### config.mk
export PLATFORM = sky130hd
export DESIGN_NAME = ampStateCtrl
export DESIGN_NICKNAME = d
export VERILOG_FILES = /design/src/rtl/ampStatePkg.sv /design/src/rtl/ampCtrlFsm.sv /design/src/rtl/ampCfgRegs.sv /design/src/rtl/ampStateCtrl.sv
export SDC_FILE = /design/constraint.sdc
export NUM_CORES = 1
export LEC_CHECK = 0
export CAP_MARGIN = 20
export CORE_ASPECT_RATIO = 1.25
export CORE_UTILIZATION = 40
export CTS_CLUSTER_DIAMETER = 150
export DETAILED_ROUTE_END_ITERATION = 16
export MAX_ROUTING_LAYER = met4
export PLACE_DENSITY_LB_ADDON = 0.25
export REMOVE_ABC_BUFFERS = 1
export SLEW_MARGIN = 20
export SYNTH_ARGS = -nofsm -noshare
export SYNTH_HDL_FRONTEND = slang
export SYNTH_SLANG_ARGS = --single-unit
export TNS_END_PERCENT = 1
### constraint.sdc
create_clock -name clk -period 2.46 [get_ports clk]
set_input_delay 0.492 -clock clk [delete_from_list [all_inputs] [get_ports clk]]
set_output_delay 0.492 -clock clk [all_outputs]
set_load 0.03 [all_outputs]
### src/rtl/ampStatePkg.sv
package ampStatePkg;

  typedef enum logic [1:0] {
    ST_OFF  = 2'd0,
    ST_STBY = 2'd1,
    ST_ON   = 2'd2
  } ampState_e;

  // strobes from the control side to the settings registers
  typedef struct packed {
    logic clear;     // clock lost: restore defaults
    logic set32k;
    logic clrHpf;
    logic flipSr1;
    logic flipSr0;
    logic flipPc1;
    logic incPc2;
    logic setProf36;
    logic setProf50;
  } cfgStrb_t;

  // code numbers understood by the controller
  localparam int CODE_FAST   = 1;
  localparam int CODE_STBY   = 2;
  localparam int CODE_SR_HI  = 3;   // page 2: performance bit
  localparam int CODE_RATE   = 4;
  localparam int CODE_HPF    = 5;
  localparam int CODE_PAGE   = 6;
  localparam int CODE_UP36   = 9;   // page 2: slew low bit
  localparam int CODE_UP50   = 10;  // page 2: performance step

endpackage

### src/rtl/ampCtrlFsm.sv
module ampCtrlFsm
  import ampStatePkg::*;
#(
  parameter int CODE_W    = 4,
  parameter int FAST_REPS = 4,
  parameter int CFG_REPS  = 32,
  parameter int ANY_REPS  = 64
) (
  input  logic              clk,
  input  logic              rst_n,
  input  logic              clkPresent,
  input  logic              codeStb,
  input  logic [CODE_W-1:0] codeId,
  input  logic              audioStb,
  input  logic              runErr,
  output ampState_e         state,
  output cfgStrb_t          strb
);

  // counter saturates one above the largest threshold so each threshold is met once per run
  localparam int SAT_VAL = ANY_REPS + 1;
  localparam int CNT_W   = $clog2(SAT_VAL + 1);
  localparam logic [CNT_W-1:0] SAT_CNT  = CNT_W'(SAT_VAL);
  localparam logic [CNT_W-1:0] FAST_CNT = CNT_W'(FAST_REPS);
  localparam logic [CNT_W-1:0] CFG_CNT  = CNT_W'(CFG_REPS);
  localparam logic [CNT_W-1:0] ANY_CNT  = CNT_W'(ANY_REPS);

  logic [CNT_W-1:0]  runCnt;
  logic [CODE_W-1:0] runId;
  logic              runLive;
  logic              runPage2;
  logic              runUsed;
  logic              page2Armed;

  logic              codeIn;
  logic              newRun;
  logic [CNT_W-1:0]  nextCnt;
  logic              effPage2;
  logic              effUsed;
  logic              hitFast, hitCfg, hitAny;
  logic              p1Hit, p2Hit;
  logic              goOnCode, goOnAudio, goSbCode, goSbErr;
  logic              armEv;
  logic              inStby, inOn;

  function automatic logic isCode(input logic [CODE_W-1:0] id, input int num);
    return id == CODE_W'(num);
  endfunction

  assign inStby = (state == ST_STBY);
  assign inOn   = (state == ST_ON);
  assign codeIn = codeStb && !audioStb;
  assign newRun = !runLive || (codeId != runId);

  always_comb begin
    if (newRun)               nextCnt = CNT_W'(1);
    else if (runCnt == SAT_CNT) nextCnt = SAT_CNT;
    else                      nextCnt = runCnt + CNT_W'(1);
  end

  assign effPage2 = newRun ? page2Armed : runPage2;
  assign effUsed  = newRun ? 1'b0 : runUsed;

  assign hitFast = codeIn && (nextCnt == FAST_CNT);
  assign hitCfg  = codeIn && (nextCnt == CFG_CNT);
  assign hitAny  = codeIn && (nextCnt == ANY_CNT);

  // threshold hits qualified by page, only meaningful in STANDBY
  assign p1Hit = clkPresent && inStby && !effPage2;
  assign p2Hit = clkPresent && inStby &&  effPage2;

  assign goOnAudio = clkPresent && inStby && audioStb;
  assign goOnCode  = p1Hit && !effUsed &&
                     ((hitFast && isCode(codeId, CODE_FAST)) ||
                      (hitCfg && (isCode(codeId, CODE_UP36) || isCode(codeId, CODE_UP50))));
  assign goSbErr   = clkPresent && inOn && runErr;
  assign goSbCode  = clkPresent && inOn && !effUsed &&
                     ((hitCfg && !effPage2 && isCode(codeId, CODE_STBY)) || hitAny);
  assign armEv     = p1Hit && hitCfg && isCode(codeId, CODE_PAGE);

  always_comb begin
    strb           = '0;
    strb.clear     = !clkPresent;
    strb.set32k    = p1Hit && hitCfg && isCode(codeId, CODE_RATE);
    strb.clrHpf    = p1Hit && hitCfg && isCode(codeId, CODE_HPF);
    strb.flipSr1   = p1Hit && hitCfg && isCode(codeId, CODE_SR_HI);
    strb.flipSr0   = p2Hit && hitCfg && isCode(codeId, CODE_UP36);
    strb.flipPc1   = p2Hit && hitCfg && isCode(codeId, CODE_SR_HI);
    strb.incPc2    = p2Hit && hitCfg && isCode(codeId, CODE_UP50);
    strb.setProf36 = goOnCode && !isCode(codeId, CODE_UP50);
    strb.setProf50 = goOnCode &&  isCode(codeId, CODE_UP50);
  end

  // operating state
  always_ff @(posedge clk or negedge rst_n) begin
    if (!rst_n) begin
      state <= ST_OFF;
    end else if (!clkPresent) begin
      state <= ST_OFF;
    end else begin
      unique case (state)
        ST_OFF:  state <= ST_STBY;
        ST_STBY: if (goOnAudio || goOnCode) state <= ST_ON;
        ST_ON:   if (goSbErr || goSbCode)   state <= ST_STBY;
        default: state <= ST_OFF;
      endcase
    end
  end

  // run tracking
  always_ff @(posedge clk or negedge rst_n) begin
    if (!rst_n) begin
      runCnt   <= '0;
      runId    <= '0;
      runLive  <= 1'b0;
      runPage2 <= 1'b0;
      runUsed  <= 1'b0;
    end else if (!clkPresent || state == ST_OFF || audioStb) begin
      runCnt   <= '0;
      runLive  <= 1'b0;
      runPage2 <= 1'b0;
      runUsed  <= 1'b0;
    end else if (codeIn) begin
      runCnt   <= nextCnt;
      runId    <= codeId;
      runLive  <= 1'b1;
      runPage2 <= effPage2;
      runUsed  <= effUsed || goOnCode || goSbCode;
    end
  end

  // page select: armed by one run, consumed when the next run starts
  always_ff @(posedge clk or negedge rst_n) begin
    if (!rst_n) begin
      page2Armed <= 1'b0;
    end else if (!clkPresent || !inStby || goOnAudio || goOnCode) begin
      page2Armed <= 1'b0;
    end else if (armEv) begin
      page2Armed <= 1'b1;
    end else if (codeIn && newRun) begin
      page2Armed <= 1'b0;
    end
  end

endmodule

### src/rtl/ampCfgRegs.sv
module ampCfgRegs
  import ampStatePkg::*;
#(
  parameter int SR_W  = 2,
  parameter int PC2_W = 2
) (
  input  logic             clk,
  input  logic             rst_n,
  input  cfgStrb_t         strb,
  output logic [SR_W-1:0]  slewSel,
  output logic             pc1Sel,
  output logic [PC2_W-1:0] pc2Sel,
  output logic             rate32k,
  output logic             hpfEn,
  output logic             prof5v
);

  localparam int SR_HI = SR_W - 1;

  // slew bits: each bit has its own inversion strobe
  genvar gi;
  generate
    for (gi = 0; gi < SR_W; gi++) begin : g_sr
      logic flip;
      if (gi == SR_HI) begin : g_hi
        assign flip = strb.flipSr1;
      end else if (gi == 0) begin : g_lo
        assign flip = strb.flipSr0;
      end else begin : g_mid
        assign flip = 1'b0;
      end
      always_ff @(posedge clk or negedge rst_n) begin
        if (!rst_n)          slewSel[gi] <= 1'b0;
        else if (strb.clear) slewSel[gi] <= 1'b0;
        else if (flip)       slewSel[gi] <= ~slewSel[gi];
      end
    end
  endgenerate

  always_ff @(posedge clk or negedge rst_n) begin
    if (!rst_n) begin
      pc1Sel  <= 1'b0;
      pc2Sel  <= '0;
      rate32k <= 1'b0;
      hpfEn   <= 1'b1;
      prof5v  <= 1'b0;
    end else if (strb.clear) begin
      pc1Sel  <= 1'b0;
      pc2Sel  <= '0;
      rate32k <= 1'b0;
      hpfEn   <= 1'b1;
      prof5v  <= 1'b0;
    end else begin
      if (strb.flipPc1)   pc1Sel  <= ~pc1Sel;
      if (strb.incPc2)    pc2Sel  <= pc2Sel + PC2_W'(1);
      if (strb.set32k)    rate32k <= 1'b1;
      if (strb.clrHpf)    hpfEn   <= 1'b0;
      if (strb.setProf50) prof5v  <= 1'b1;
      else if (strb.setProf36) prof5v <= 1'b0;
    end
  end

endmodule

### src/rtl/ampStateCtrl.sv
module ampStateCtrl
  import ampStatePkg::*;
#(
  parameter int CODE_W    = 4,
  parameter int FAST_REPS = 4,
  parameter int CFG_REPS  = 32,
  parameter int ANY_REPS  = 64
) (
  input  logic              clk,
  input  logic              rst_n,
  input  logic              clkPresent,
  input  logic              codeStb,
  input  logic [CODE_W-1:0] codeId,
  input  logic              audioStb,
  input  logic              runErr,
  output logic [1:0]        stateOut,
  output logic              drvEn,
  output logic [1:0]        slewSel,
  output logic              pc1Sel,
  output logic [1:0]        pc2Sel,
  output logic              rate32k,
  output logic              hpfEn,
  output logic              prof5v
);

  ampState_e state;
  cfgStrb_t  strb;

  ampCtrlFsm #(
    .CODE_W   (CODE_W),
    .FAST_REPS(FAST_REPS),
    .CFG_REPS (CFG_REPS),
    .ANY_REPS (ANY_REPS)
  ) u_fsm (
    .clk       (clk),
    .rst_n     (rst_n),
    .clkPresent(clkPresent),
    .codeStb   (codeStb),
    .codeId    (codeId),
    .audioStb  (audioStb),
    .runErr    (runErr),
    .state     (state),
    .strb      (strb)
  );

  ampCfgRegs #(
    .SR_W (2),
    .PC2_W(2)
  ) u_cfg (
    .clk    (clk),
    .rst_n  (rst_n),
    .strb   (strb),
    .slewSel(slewSel),
    .pc1Sel (pc1Sel),
    .pc2Sel (pc2Sel),
    .rate32k(rate32k),
    .hpfEn  (hpfEn),
    .prof5v (prof5v)
  );

  assign stateOut = state;
  assign drvEn    = (state == ST_ON);

endmodule

Word level (Yosys, flattened, before mapping). Index checks and enable logic that the tools add are counted.

Bits in registers: 25. Input port bits: 10. Output and inout bits: 11. Logic and storage cells: 133.

$add $sub $neg: 2. Equality and inequality tests: 24. Multiplexer cells: 34. Bitwise gates (word level): 4. Reductions and logical operators: 55.

Operators by type and width (number): $logic_and A1 B1 Y1 (30); $mux W7 (4); $mux W1 (24); $eq A7 B7 Y1 const B (2); $logic_or A1 B1 Y1 (13); $eq A4 B3 Y1 const B (3); $ne A2 B1 Y1 const B (6); $mux W2 (5); $eq A4 B2 Y1 const B (2); $eq A4 B4 Y1 const B (2); $add A7 B1 Y7 const B (1); $eq A7 B3 Y1 const B (1); $eq A7 B6 Y1 const B (1); $logic_not A1 Y1 (7); $ne A3 B3 Y1 const B (2); $pmux W2 S3 (1); $eq A4 B1 Y1 const B (1); $ne A4 B4 Y1 (1); $not A1 Y1 (4); $reduce_and A2 Y1 (2); $ne A3 B1 Y1 const B (1); $reduce_bool A3 Y1 (1); $add A2 B1 Y2 const B (1); $eq A2 B1 Y1 const B (1); other kinds (3) (3).

Longest topological paths before layout. Gate-level depths: netlist (run 1).

Depth after elaboration: 13. Gate-level depth with buffers: 8.

By module. From an unflattened synthesis (run 1), not the netlist that was laid out.

Cell total of the unflattened synthesis: 180. Area, all modules: 1649.1 um^2.

By module, submodules not included: ampCtrlFsm (times used 1, cells each 152, area each 1318.8 um^2); ampCfgRegs (times used 1, cells each 27, area each 316.6 um^2); ampStateCtrl (times used 1, cells each 1, area each 13.8 um^2).

Least setup slack after synthesis (run 1). No wires, ideal clock.

Path type: flip-flop to flip-flop. From: register u_fsm.runCnt[3]. To: register u_fsm.state[0]. Library setup time: 0.120 ns. Arrival time: 2.017 ns. Setup slack: 0.323 ns. Stages on the path, launching flop included: 8. Path buffers: 1. Clock period less this slack: 2.137 ns. Path through: dfrtp_1 buf_6 or4_4 o211a_1 and2_4 and3_4 a211o_1 a31o_1.

Cells in the longest elaborated chain, start to end: 12. Elaborated cells between the ends (all ways): 23. Classes of those cells: add/sub: 1; eq/ne: 6; mux: 2; reduce/logical: 14.

RTL lines: start, declared (line ampCtrlFsm.sv:28) `logic [CNT_W-1:0] runCnt;`; start signal, assigned (line ampCtrlFsm.sv:124) `runCnt <= nextCnt;`; $add A7 B1 Y7 or $eq A7 B7 Y1 (tied branches) (line ampCtrlFsm.sv:58, ampCtrlFsm.sv:57); $mux W7 * (line ampCtrlFsm.sv:57) `else if (runCnt == SAT_CNT) nextCnt = SAT_CNT;`; $mux W7 * (line ampCtrlFsm.sv:56) `if (newRun) nextCnt = CNT_W'(1);`; $eq A7 B6 Y1 (line ampCtrlFsm.sv:65) `assign hitCfg = codeIn && (nextCnt == CFG_CNT);`; $logic_and A1 B1 Y1 (line ampCtrlFsm.sv:65); $logic_and A1 B1 Y1 (2 in a row) (line ampCtrlFsm.sv:78) `((hitCfg && !effPage2 && isCode(codeId, CODE_STBY)) || hitAny);`; $logic_or A1 B1 Y1 (line ampCtrlFsm.sv:78); $logic_and A1 B1 Y1 (line ampCtrlFsm.sv:77) `assign goSbCode = clkPresent && inOn && !effUsed &&`; $logic_or A1 B1 Y1 (line ampCtrlFsm.sv:104) `ST_ON: if (goSbErr || goSbCode) state <= ST_STBY;`; $ne A3 B3 Y1 (no source line); $reduce_and A2 Y1 (no source line) *; end signal, assigned (line ampCtrlFsm.sv:103) `ST_STBY: if (goOnAudio || goOnCode) state <= ST_ON;`; end signal, assigned (line ampCtrlFsm.sv:104); end signal, assigned (line ampCtrlFsm.sv:105) `default: state <= ST_OFF;`; end, declared (line ampCtrlFsm.sv:16) `output ampState_e state,`.

Every way passes the cells marked *; elsewhere a longest branch is shown, timed or not. A chain may end at the register's enable or synchronous reset.

Worst setup path after layout (run 1). Ends and elaborated chain as after synthesis.

==> results of run 1 <==
## path summary, 6_finish.rpt
path / startpoint / endpoint / slack (ns) / depth (start not counted)
worst min-delay path: u_cfg.hpfEn / u_cfg.hpfEn / 0.49 / 2
min in group asynchronous: rst_n / u_fsm.runCnt[4] / 0.59 / 2
max in group asynchronous: rst_n / u_cfg.hpfEn / 1.57 / 2
worst min register to register: u_cfg.hpfEn / u_cfg.hpfEn / 0.49 / 2
worst max register to register: u_fsm.runCnt[3] / u_fsm.state[0] / 0.09 / 7
worst max-delay path: u_fsm.runCnt[3] / u_fsm.state[0] / 0.09 / 7
## layer usage
layer	vias up	track usage, %	routed length, um
met5	-	-	0
met4	0	8.995	84
met3	9	2.289	113
met2	38	36.74	2140
met1	729	25.92	1845
li1	745	-	-
## registers in the layout, indices dropped and copies added (netlist names)
| register | flops |
|---|---|
| u_cfg.hpfEn | 1 |
| u_cfg.pc1Sel | 1 |
| u_cfg.pc2Sel | 2 |
| u_cfg.prof5v | 1 |
| u_cfg.rate32k | 1 |
| u_cfg.slewSel | 2 |
| u_fsm.page2Armed | 1 |
| u_fsm.runCnt | 7 |
| u_fsm.runId | 4 |
| u_fsm.runLive | 1 |
| u_fsm.runPage2 | 1 |
| u_fsm.runUsed | 1 |
| u_fsm.state | 2 |
## placed cells by master, fill, tap and decap left out, types with 4 or more instances in the layout
cell type,instances
inv_1,5
nand2b_1,9
mux2_2,4
nand3_1,6
a21oi_1,6
xnor2_1,6
dfrtp_1,23
nor3_1,6
buf_4,25
clkdlybuf4s50_1,20
mux2i_1,8
nand4_1,5
o21ai_0,7
nor2_1,21
nand2_1,21
## synth_stat cells, types with 5 or more instances
library cell  count
dfrtp_1          24
nand2_1          21
nor2_1           21
nand2b_1          9
mux2i_1           8
o21ai_0           8
a21oi_1           6
nand3_1           6
nor3_1            6
xnor2_1           6
inv_1             5
nand4_1           5
## tightest hold or removal path: stages, from the launching register on
cell and delay (ns):
dfstp_2 0.38, o21ai_0 0.06, nand2_1 0.06
## kinds of logic (layout without fill, tap and decap cells)
family	count (synthesis)	after routing	share of synthesized area, %
AO/OA/AOI/OAI	35	35	16.20
buffers and inverters	10	54	3.607
flip-flops	25	25	38.45
adder cells (fa/ha/maj)	2	2	1.535
AND/OR/NAND/NOR	89	89	28.78
XOR/XNOR	7	7	3.761
multiplexers	12	12	7.675
## area by class of cell
| class | instances | share of cell area (%) |
|---|---|---|
| clock buffer | 4 | 2.145 |
| inverter | 5 | 0.8939 |
| multi-input combinational | 145 | 45.35 |
| sequential | 25 | 29.92 |
| tap | 54 | 3.218 |
| timing repair buffer | 45 | 18.47 |
## where the power goes
part           internal (W)  switching [W]
clock              0.000116       0.000131
sequential         0.000437      0.0000201
combinational     0.0000942      0.0000951
## stage by stage
step,worst slack [ns],cell area [sq um],cells,utilization (%),hold WS [ns]
finish,0.09347,2100,278,54.57,0.4911
global route,0.03482,2100,278,54.57,0.5175
CTS,0.04079,2091,278,54.34,0.4956
detailed placement,-0.07937,2046,274,53.17,0.4754
global placement,-0.04065,2046,274,53.17,0.4774
floorplan,0.3462,1590,175,-,0.1964
## what timing repair did
action | CTS | global route
buffers inserted | 0 | 0
setup endpoints to repair | 0 | 7
gates resized for setup | 0 | 4
endpoints found under the hold margin | 0 | 0
==> impl_metrics.ini, run 1 <==
[run_status]
status = complete, no violations

[synth]
synth.area.top_cells = dfrtp_1 37%, mux2i_1 4.9%, nand2_1 4.8%
synth_cells = 180
synth_top_cell_by_area = dfrtp_1
netlist_area_sq_um = 1630
synthArstFlopShare_pct = 100.0
postSynthAreaPerCell_sq_um = 9.057
ys.flop_type = dfrtp_1
synth-edff-count = 0
synth.top_cell.area_share_pct = 36.84
seq_area_frac_synth_pct = 38.45
yosysWarnings = 0
synth_cell_types = 51
yosys_register_bits = 25

[worst_setup_path]
critical_path_class = reg -> reg
cp_slowest_cell = or4_4
critPathMaxStageDelay_ns = 0.58
crit_path_end_kind = flop
cp.required_ns = 2.63
critPathLaunchType = flop
critPathTopFamily = simple AND/OR/NAND/NOR gates
crit_chain = or4_4 > o211a_1 > buf_4 > and2_4 > and3_4 > a211o_1 > a31o_1
arrival_ns = 2.53
path_buf_inv = 1
cp_max_fo = 9

[timing]
max_freq_mhz = 422.6
setup_violations = 0
finalHoldViolations = 0
post-route-period-util_pct = 96.20
period_needed_ns = 2.367
rsz0062_at_grt = false
tightest_slew_ns = 0.4706
slew_headroom_pct = 68.30
clock_skew_ns = 0.003057
drv_slew = 0
fin_tns_setup_ns = 0

[clocking]
cts.htree.levels = 1
clockBufferDepth = 2
holdBufCountCts = 0
cts_tree = built
cts_buffers = 3
clkSlewWorstSetupHoldPaths_ns = 0.09
clk_latency_ns = 0.27
cts-root-buf = clkbuf_8
clkSinkCount = 25

[power_and_ir_drop]
p_per_area_nw_per_um2 = 425.5
total_power_w = 0.0008933
vdd_drop_max_mv = 0.3098
power.leakage_nw = 0.8921

[drt]
drcViolationCount = 0
drt_iter0_drc = 89
vias_per_cell = 5.471
wire_per_inst_um = 15.05
drt_wl_total_um = 4183
ant_nets = 0
first_pass_iters = 4
vias = 1521

[place]
numPortBuffers = 20
place_congestion = 0.9429
dp_hpwl_um = 3175

[finish]
layout.nets = 237
diodes = 0
area_delta_synth_final_pct = 28.78
ff_latch_area_sq_um = 628.1
multi_input_area_sq_um = 952.2
nFillCells = 377
layout-drive-gt1-share_pct = 20.54

[die]
dieWidth_um = 59.10
io_pins = 21
rows = 25
die-area_sq_um = 4336
core_sq_um = 3847
initial_core_util_pct = 42.37
fp.dieH_um = 73.38

[global_route]
track_usage_pct = 21.65
grt_first_pass_wirelength_um = 6872
grt_pass1_vias = 1505
grt_max_degree = 26
grt_overflow_total = 0
grt_antenna_before_repair = 0

[min_path]
hold_path_class = reg -> reg

[run]
max_cap_violations = 0
(Power assumes the default switching activity.)
==> inputs of run 2 (changes only) <==
--- a/config.mk
+++ b/config.mk
@@ -8,10 +8,10 @@
 export CAP_MARGIN = 20
 export CORE_ASPECT_RATIO = 1.25
 export CORE_UTILIZATION = 40
-export CTS_CLUSTER_DIAMETER = 150
 export DETAILED_ROUTE_END_ITERATION = 16
 export MAX_ROUTING_LAYER = met4
 export PLACE_DENSITY_LB_ADDON = 0.25
+export RECOVER_POWER = 50
 export REMOVE_ABC_BUFFERS = 1
 export SLEW_MARGIN = 20
 export SYNTH_ARGS = -nofsm -noshare
==> run 2 against run 1 <==
  * Fmax fell by 0.18%
  * Final area fell by 0.18%
  * Total power fell by 0.16%
==> impl_metrics.ini, run 2 (same netlist as run 1, synthesis figures left out) <==
[global_route]
track_usage_pct = 21.65
grt_antenna_before_repair = 0
grt_first_pass_wirelength_um = 6872
grt_pass1_vias = 1505
grt_max_degree = 26
grt_overflow_total = 0

[worst_setup_path]
crit_chain = or4_4 > o211a_1 > buf_4 > and2_4 > and3_4 > a211o_1 > a31o_1
path_buf_inv = 1
critPathLaunchType = flop
crit_path_end_kind = flop
critical_path_class = reg -> reg
critPathMaxStageDelay_ns = 0.58
arrival_ns = 2.54
cp_max_fo = 9
cp_slowest_cell = or4_4
cp.required_ns = 2.63
worst-r2r-setup-slack_ns = 0.09
critPathTopFamily = simple AND/OR/NAND/NOR gates

[drt]
vias_per_cell = 5.478
wire_per_inst_um = 15.01
drt_wl_total_um = 4173
drt_iter0_drc = 89
vias = 1523
ant_nets = 0
first_pass_iters = 4
drcViolationCount = 0

[finish]
most-common-layout-cells = 24 x buf_4, 23 x dfrtp_1, 21 x nand2_1, 21 x nor2_1, 14 x clkdlybuf4s50_1
layout.nets = 237
area_delta_synth_final_pct = 28.55
layout-drive-gt1-share_pct = 20.09
reg_top3 = u_fsm.runCnt x7, u_fsm.runId x4
layout_commonest_cell = buf_4
largest_reg_flops = 7
top_register = u_fsm.runCnt
diodes = 0
nFillCells = 379
finish.instance_area_sq_um = 2096

[timing]
slew_headroom_pct = 7.270
drv_slew = 0
clock_skew_ns = 0.003113
tightest_slew_ns = 1.391
fin_tns_setup_ns = 0
finalHoldViolations = 0
fin_worst_hold_slack_ns = 0.4911
setup_violations = 0
period_needed_ns = 2.371
post-route-period-util_pct = 96.37
rsz0062_at_grt = false
max_freq_mhz = 421.8

[place]
place_congestion = 0.9429
place_area_sq_um = 2046
dp_hpwl_um = 3175
numPortBuffers = 20

[power_and_ir_drop]
switchingPower_w = 0.0002457
pwr-share-clk_pct = 27.7
p_comb_share_pct = 21.1
p_seq_share_pct = 51.3
p_per_area_nw_per_um2 = 425.5
power.leakage_nw = 0.9067
p_int_w = 0.0006462
vdd_drop_max_mv = 0.3098
sw_frac_of_total_pct = 27.55

[die]
initial_core_util_pct = 42.37
die-area_sq_um = 4336
fp.dieH_um = 73.38
rows = 25
io_pins = 21
dieWidth_um = 59.10
core_sq_um = 3847

[clocking]
cts-root-buf = clkbuf_8
cts_buffers = 3
cts_tree = built
clkSinkCount = 25
post-cts-setup-buffer-count = 0
clockBufferDepth = 2
clk_latency_ns = 0.27
clkSlewWorstSetupHoldPaths_ns = 0.09
cts.htree.levels = 1

[min_path]
hold_path_class = reg -> reg

[run_status]
status = complete, no violations

[run]
max_cap_violations = 0
-- run 2: cell types whose count changed in the layout (fill, tap and decap cells not counted), sizes merged --
cell	delta
clkbuf	+1
clkdlybuf4s50	-6
dlygate4sd3	+6
buf	-1
-- run 2: worst paths after layout --
kind | from | to | depth (start not counted)
min in group asynchronous | rst_n | u_fsm.runCnt[4] | 2
min | u_cfg.hpfEn | u_cfg.hpfEn | 2
min reg2reg | u_cfg.hpfEn | u_cfg.hpfEn | 2
max reg2reg | u_fsm.runCnt[3] | u_fsm.state[0] | 7
max | u_fsm.runCnt[3] | u_fsm.state[0] | 7
max in group asynchronous | rst_n | u_fsm.runCnt[0] | 2
-- run 2: per-stage QoR --
| stage | utilization, % | total power [W] | setup slack, ns | instances |
|---|---|---|---|---|
| after floorplan | - | 0.0005598 | 0.3462 | 175 |
| after global placement | 53.17 | 0.0006476 | -0.04065 | 274 |
| after detailed placement | 53.17 | 0.0006550 | -0.07937 | 274 |
| after CTS | 54.34 | 0.0008985 | 0.04079 | 278 |
| after global routing | 54.47 | 0.0009338 | 0.03482 | 278 |
| final | 54.47 | 0.0008918 | 0.08925 | 278 |
-- run 2: power groups by stage --
stage / logic [W] / clock network [W] / registers [W]
4_1_cts: 0.000190 / 0.000251 / 0.000457
2_1_floorplan: 0.0000929 / 0 / 0.000467
6_report: 0.000188 / 0.000247 / 0.000457
3_3_place_gp: 0.000185 / 0 / 0.000462
5_1_grt: 0.000209 / 0.000265 / 0.000460
3_5_place_dp: 0.000190 / 0 / 0.000465
-- run 2: area by class of cell --
type	instances	area (sq um)	share of cell area (%)
inverters	5	18.77	0.8955
clock buffers	4	45.04	2.149
repair buffers	45	384.1	18.33
well taps	54	67.56	3.224
multi-input cells	145	952.2	45.43
flip-flops and latches	25	628.1	29.97
-- run 2: per-layer routing --
layer | up-vias | track usage, % | routed length, um
met3 | 9 | 2.289 | 110
met2 | 36 | 36.74 | 2136
met4 | 0 | 8.995 | 84
li1 | 744 | - | -
met5 | - | - | 0
met1 | 734 | 25.92 | 1843
-- run 2: worst register-to-register path, cell delays in order, from the launching register on --
cell     delay, ns
dfrtp_1       0.49
or4_4         0.58
o211a_1       0.24
buf_4         0.14
and2_4        0.16
and3_4        0.15
a211o_1       0.31
a31o_1        0.22
-- run 2: repair_timing --
item,CTS,global route
endpoints found under the setup margin,0,7
hold buffers,0,0
resized for setup,0,4
==> inputs of run 3 (changes only) <==
--- a/config.mk
+++ b/config.mk
@@ -7,6 +7,7 @@
 export LEC_CHECK = 0
 export CAP_MARGIN = 20
 export CORE_ASPECT_RATIO = 1.25
+export CORE_MARGIN = 2
 export CORE_UTILIZATION = 40
 export DETAILED_ROUTE_END_ITERATION = 16
 export MAX_ROUTING_LAYER = met4
==> constraint.sdc (replaced) <==
create_clock -name clk -period 1.95 [get_ports clk]
set_input_delay 0.39 -clock clk [delete_from_list [all_inputs] [get_ports clk]]
set_output_delay 0.39 -clock clk [all_outputs]
set_load 0.03 [all_outputs]
==> run 3 against run 2 <==
  * The run now ends with negative setup slack left
  * Core utilization is 8.4 points higher
  * Count of clock-buffer cells in the layout stayed put
  * Sequential share of layout area decreased by 4.0 points
  * Global-route usage rose by 1.5 points
  * Highest routed layer unchanged
  * Largest cell class unchanged
  * Worst hold slack better by 0.0026 ns
  * Critical path depth up 2
  * Setup slack lost 0.33 ns
  * Final area is 15% higher
==> impl_metrics.ini, run 3 (same netlist as run 1, synthesis figures left out) <==
[timing]
tightest_slew_ns = 0.6330
slew_headroom_pct = 57.80
finalHoldViolations = 0
max_freq_mhz = 457.2
drv_slew = 0
rsz0062_at_grt = true
clock_skew_ns = 0.002746
setup_violations = 12
post-route-period-util_pct = 112.2
layout_setup_ws_ns = -0.2374
period_needed_ns = 2.187
fin_tns_setup_ns = -2.029

[clocking]
clk_latency_ns = 0.27
cts.htree.levels = 1
clockBufferDepth = 2
clkSlewWorstSetupHoldPaths_ns = 0.09
holdBufCountCts = 0
cts_tree = built
clkSinkCount = 25
cts-root-buf = clkbuf_8
cts_buffers = 3

[die]
fp.dieH_um = 75.38
die-area_sq_um = 4605
io_pins = 21
initial_core_util_pct = 42.37
rows = 25
core_sq_um = 3847
dieWidth_um = 61.10

[finish]
layout_commonest_cell = buf_4
top_register = u_fsm.runCnt
layout.nets = 259
diodes = 0
finalNonFillerCells = 300
area_delta_synth_final_pct = 48.43
reg_top3 = u_fsm.runCnt x7, u_fsm.runId x4
largest_reg_flops = 7
utilization_pct = 62.89
finish.instance_area_sq_um = 2420
layout-drive-gt1-share_pct = 36.99
most-common-layout-cells = 45 x buf_4, 23 x dfrtp_1, 20 x nand2_1, 20 x nor2_1, 18 x clkdlybuf4s50_1

[global_route]
grt_overflow_total = 0
grt_antenna_before_repair = 0
track_usage_pct = 23.11
grt_first_pass_wirelength_um = 7728
grt_pass1_vias = 1675
grt_max_degree = 26

[worst_setup_path]
critPathLaunchType = flop
arrival_ns = 2.35
cp_slowest_cell = dfrtp_1
crit_path_end_kind = flop
cp_max_fo = 3
crit_chain = inv_2 > ha_4 > and4b_1 > o21ai_2 > or3_4 > a2111oi_4 > buf_4 > nand2b_1 > mux2i_1
cp.required_ns = 2.11
critPathMaxStageDelay_ns = 0.43
critical_path_class = reg -> reg

[drt]
vias_per_cell = 5.537
first_pass_iters = 4
drt_iter0_drc = 130
drt_wl_total_um = 4978
ant_nets = 0
vias = 1661
wire_per_inst_um = 16.59
drcViolationCount = 0

[run]
max_cap_violations = 0

[power_and_ir_drop]
p_per_area_nw_per_um2 = 488.7
vdd_drop_max_mv = 0.3602
power.leakage_nw = 1.048

[run_status]
status = finished with violations
violations = negative setup slack

[place]
place_congestion = 0.9266
placed_cells = 293
dp_hpwl_um = 3480
place_area_sq_um = 2188
numPortBuffers = 20

[min_path]
hold_path_class = reg -> reg
## run 3: changes by cell type in the layout (fill, tap and decap cells not counted), sizes merged
cell | previous run | this run
buf | 24 | 46
dlygate4sd3 | 6 | 1
clkdlybuf4s50 | 14 | 18
dlygate4sd2 | 0 | 1
## run 3: layer usage
metal | share of wire (%) | GRT usage, % | vias up
li1 | - | - | 789
met5 | 0 | - | -
met3 | 3.9 | 2.886 | 16
met4 | 2.7 | 7.729 | 0
met1 | 38 | 27.02 | 807
met2 | 55 | 40.43 | 49
## run 3: final timing paths
check,cells past startpoint,from,end,slack (ns)
setup / recovery,9,u_fsm.runCnt[1],u_cfg.pc1Sel,-0.24
hold / removal,2,u_cfg.hpfEn,u_cfg.hpfEn,0.49
setup reg to reg,9,u_fsm.runCnt[1],u_cfg.pc1Sel,-0.24
hold reg to reg,2,u_cfg.hpfEn,u_cfg.hpfEn,0.49
max in group asynchronous,2,rst_n,u_fsm.runCnt[0],0.84
min in group asynchronous,2,rst_n,u_fsm.runCnt[5],0.66
## run 3: stage by stage
| step | total power [W] | setup slack, ns | hold slack [ns] |
|---|---|---|---|
| floorplan | 0.0007061 | -0.1638 | 0.09441 |
| global placement | 0.0008359 | -0.4481 | 0.4791 |
| detailed placement | 0.0008460 | -0.5321 | 0.4800 |
| CTS | 0.001165 | -0.2274 | 0.4991 |
| global route | 0.001245 | -0.3505 | 0.5340 |
| finish | 0.001183 | -0.2374 | 0.4937 |
## run 3: cell type report
cell class | instances | area, sq um
multi-input cells | 145 | 1107
inverters | 5 | 18.77
clock buffers | 4 | 45.04
well taps | 54 | 67.56
fillers | 337 | 1428
repair buffers | 67 | 553.0
flip-flops and latches | 25 | 628.1
## run 3: critical path: cells and delay by family (launching register included)
kind / cells / cell delay [ns]
flops: 1 / 0.43
compound gates: 2 / 0.38
fa+ha+maj: 1 / 0.27
mux: 1 / 0.12
buf+inv: 2 / 0.25
simple gates: 3 / 0.63
## run 3: repair_timing
item / 4_1_cts / 5_1_grt
gates cloned: 0 / 0
setup buffers: 1 / 2
resized for setup: 10 / 26
endpoints found under the setup margin: 17 / 21
pin swaps: 11 / 8
## run 3: report_power, final
group | internal [W] | switching [W] | leakage, nW
combinational | 0.000148 | 0.000145 | 0.691
clock | 0.000146 | 0.000164 | 0.0228
sequential | 0.000551 | 0.0000281 | 0.334
total | 0.000845 | 0.000337 | 1.05
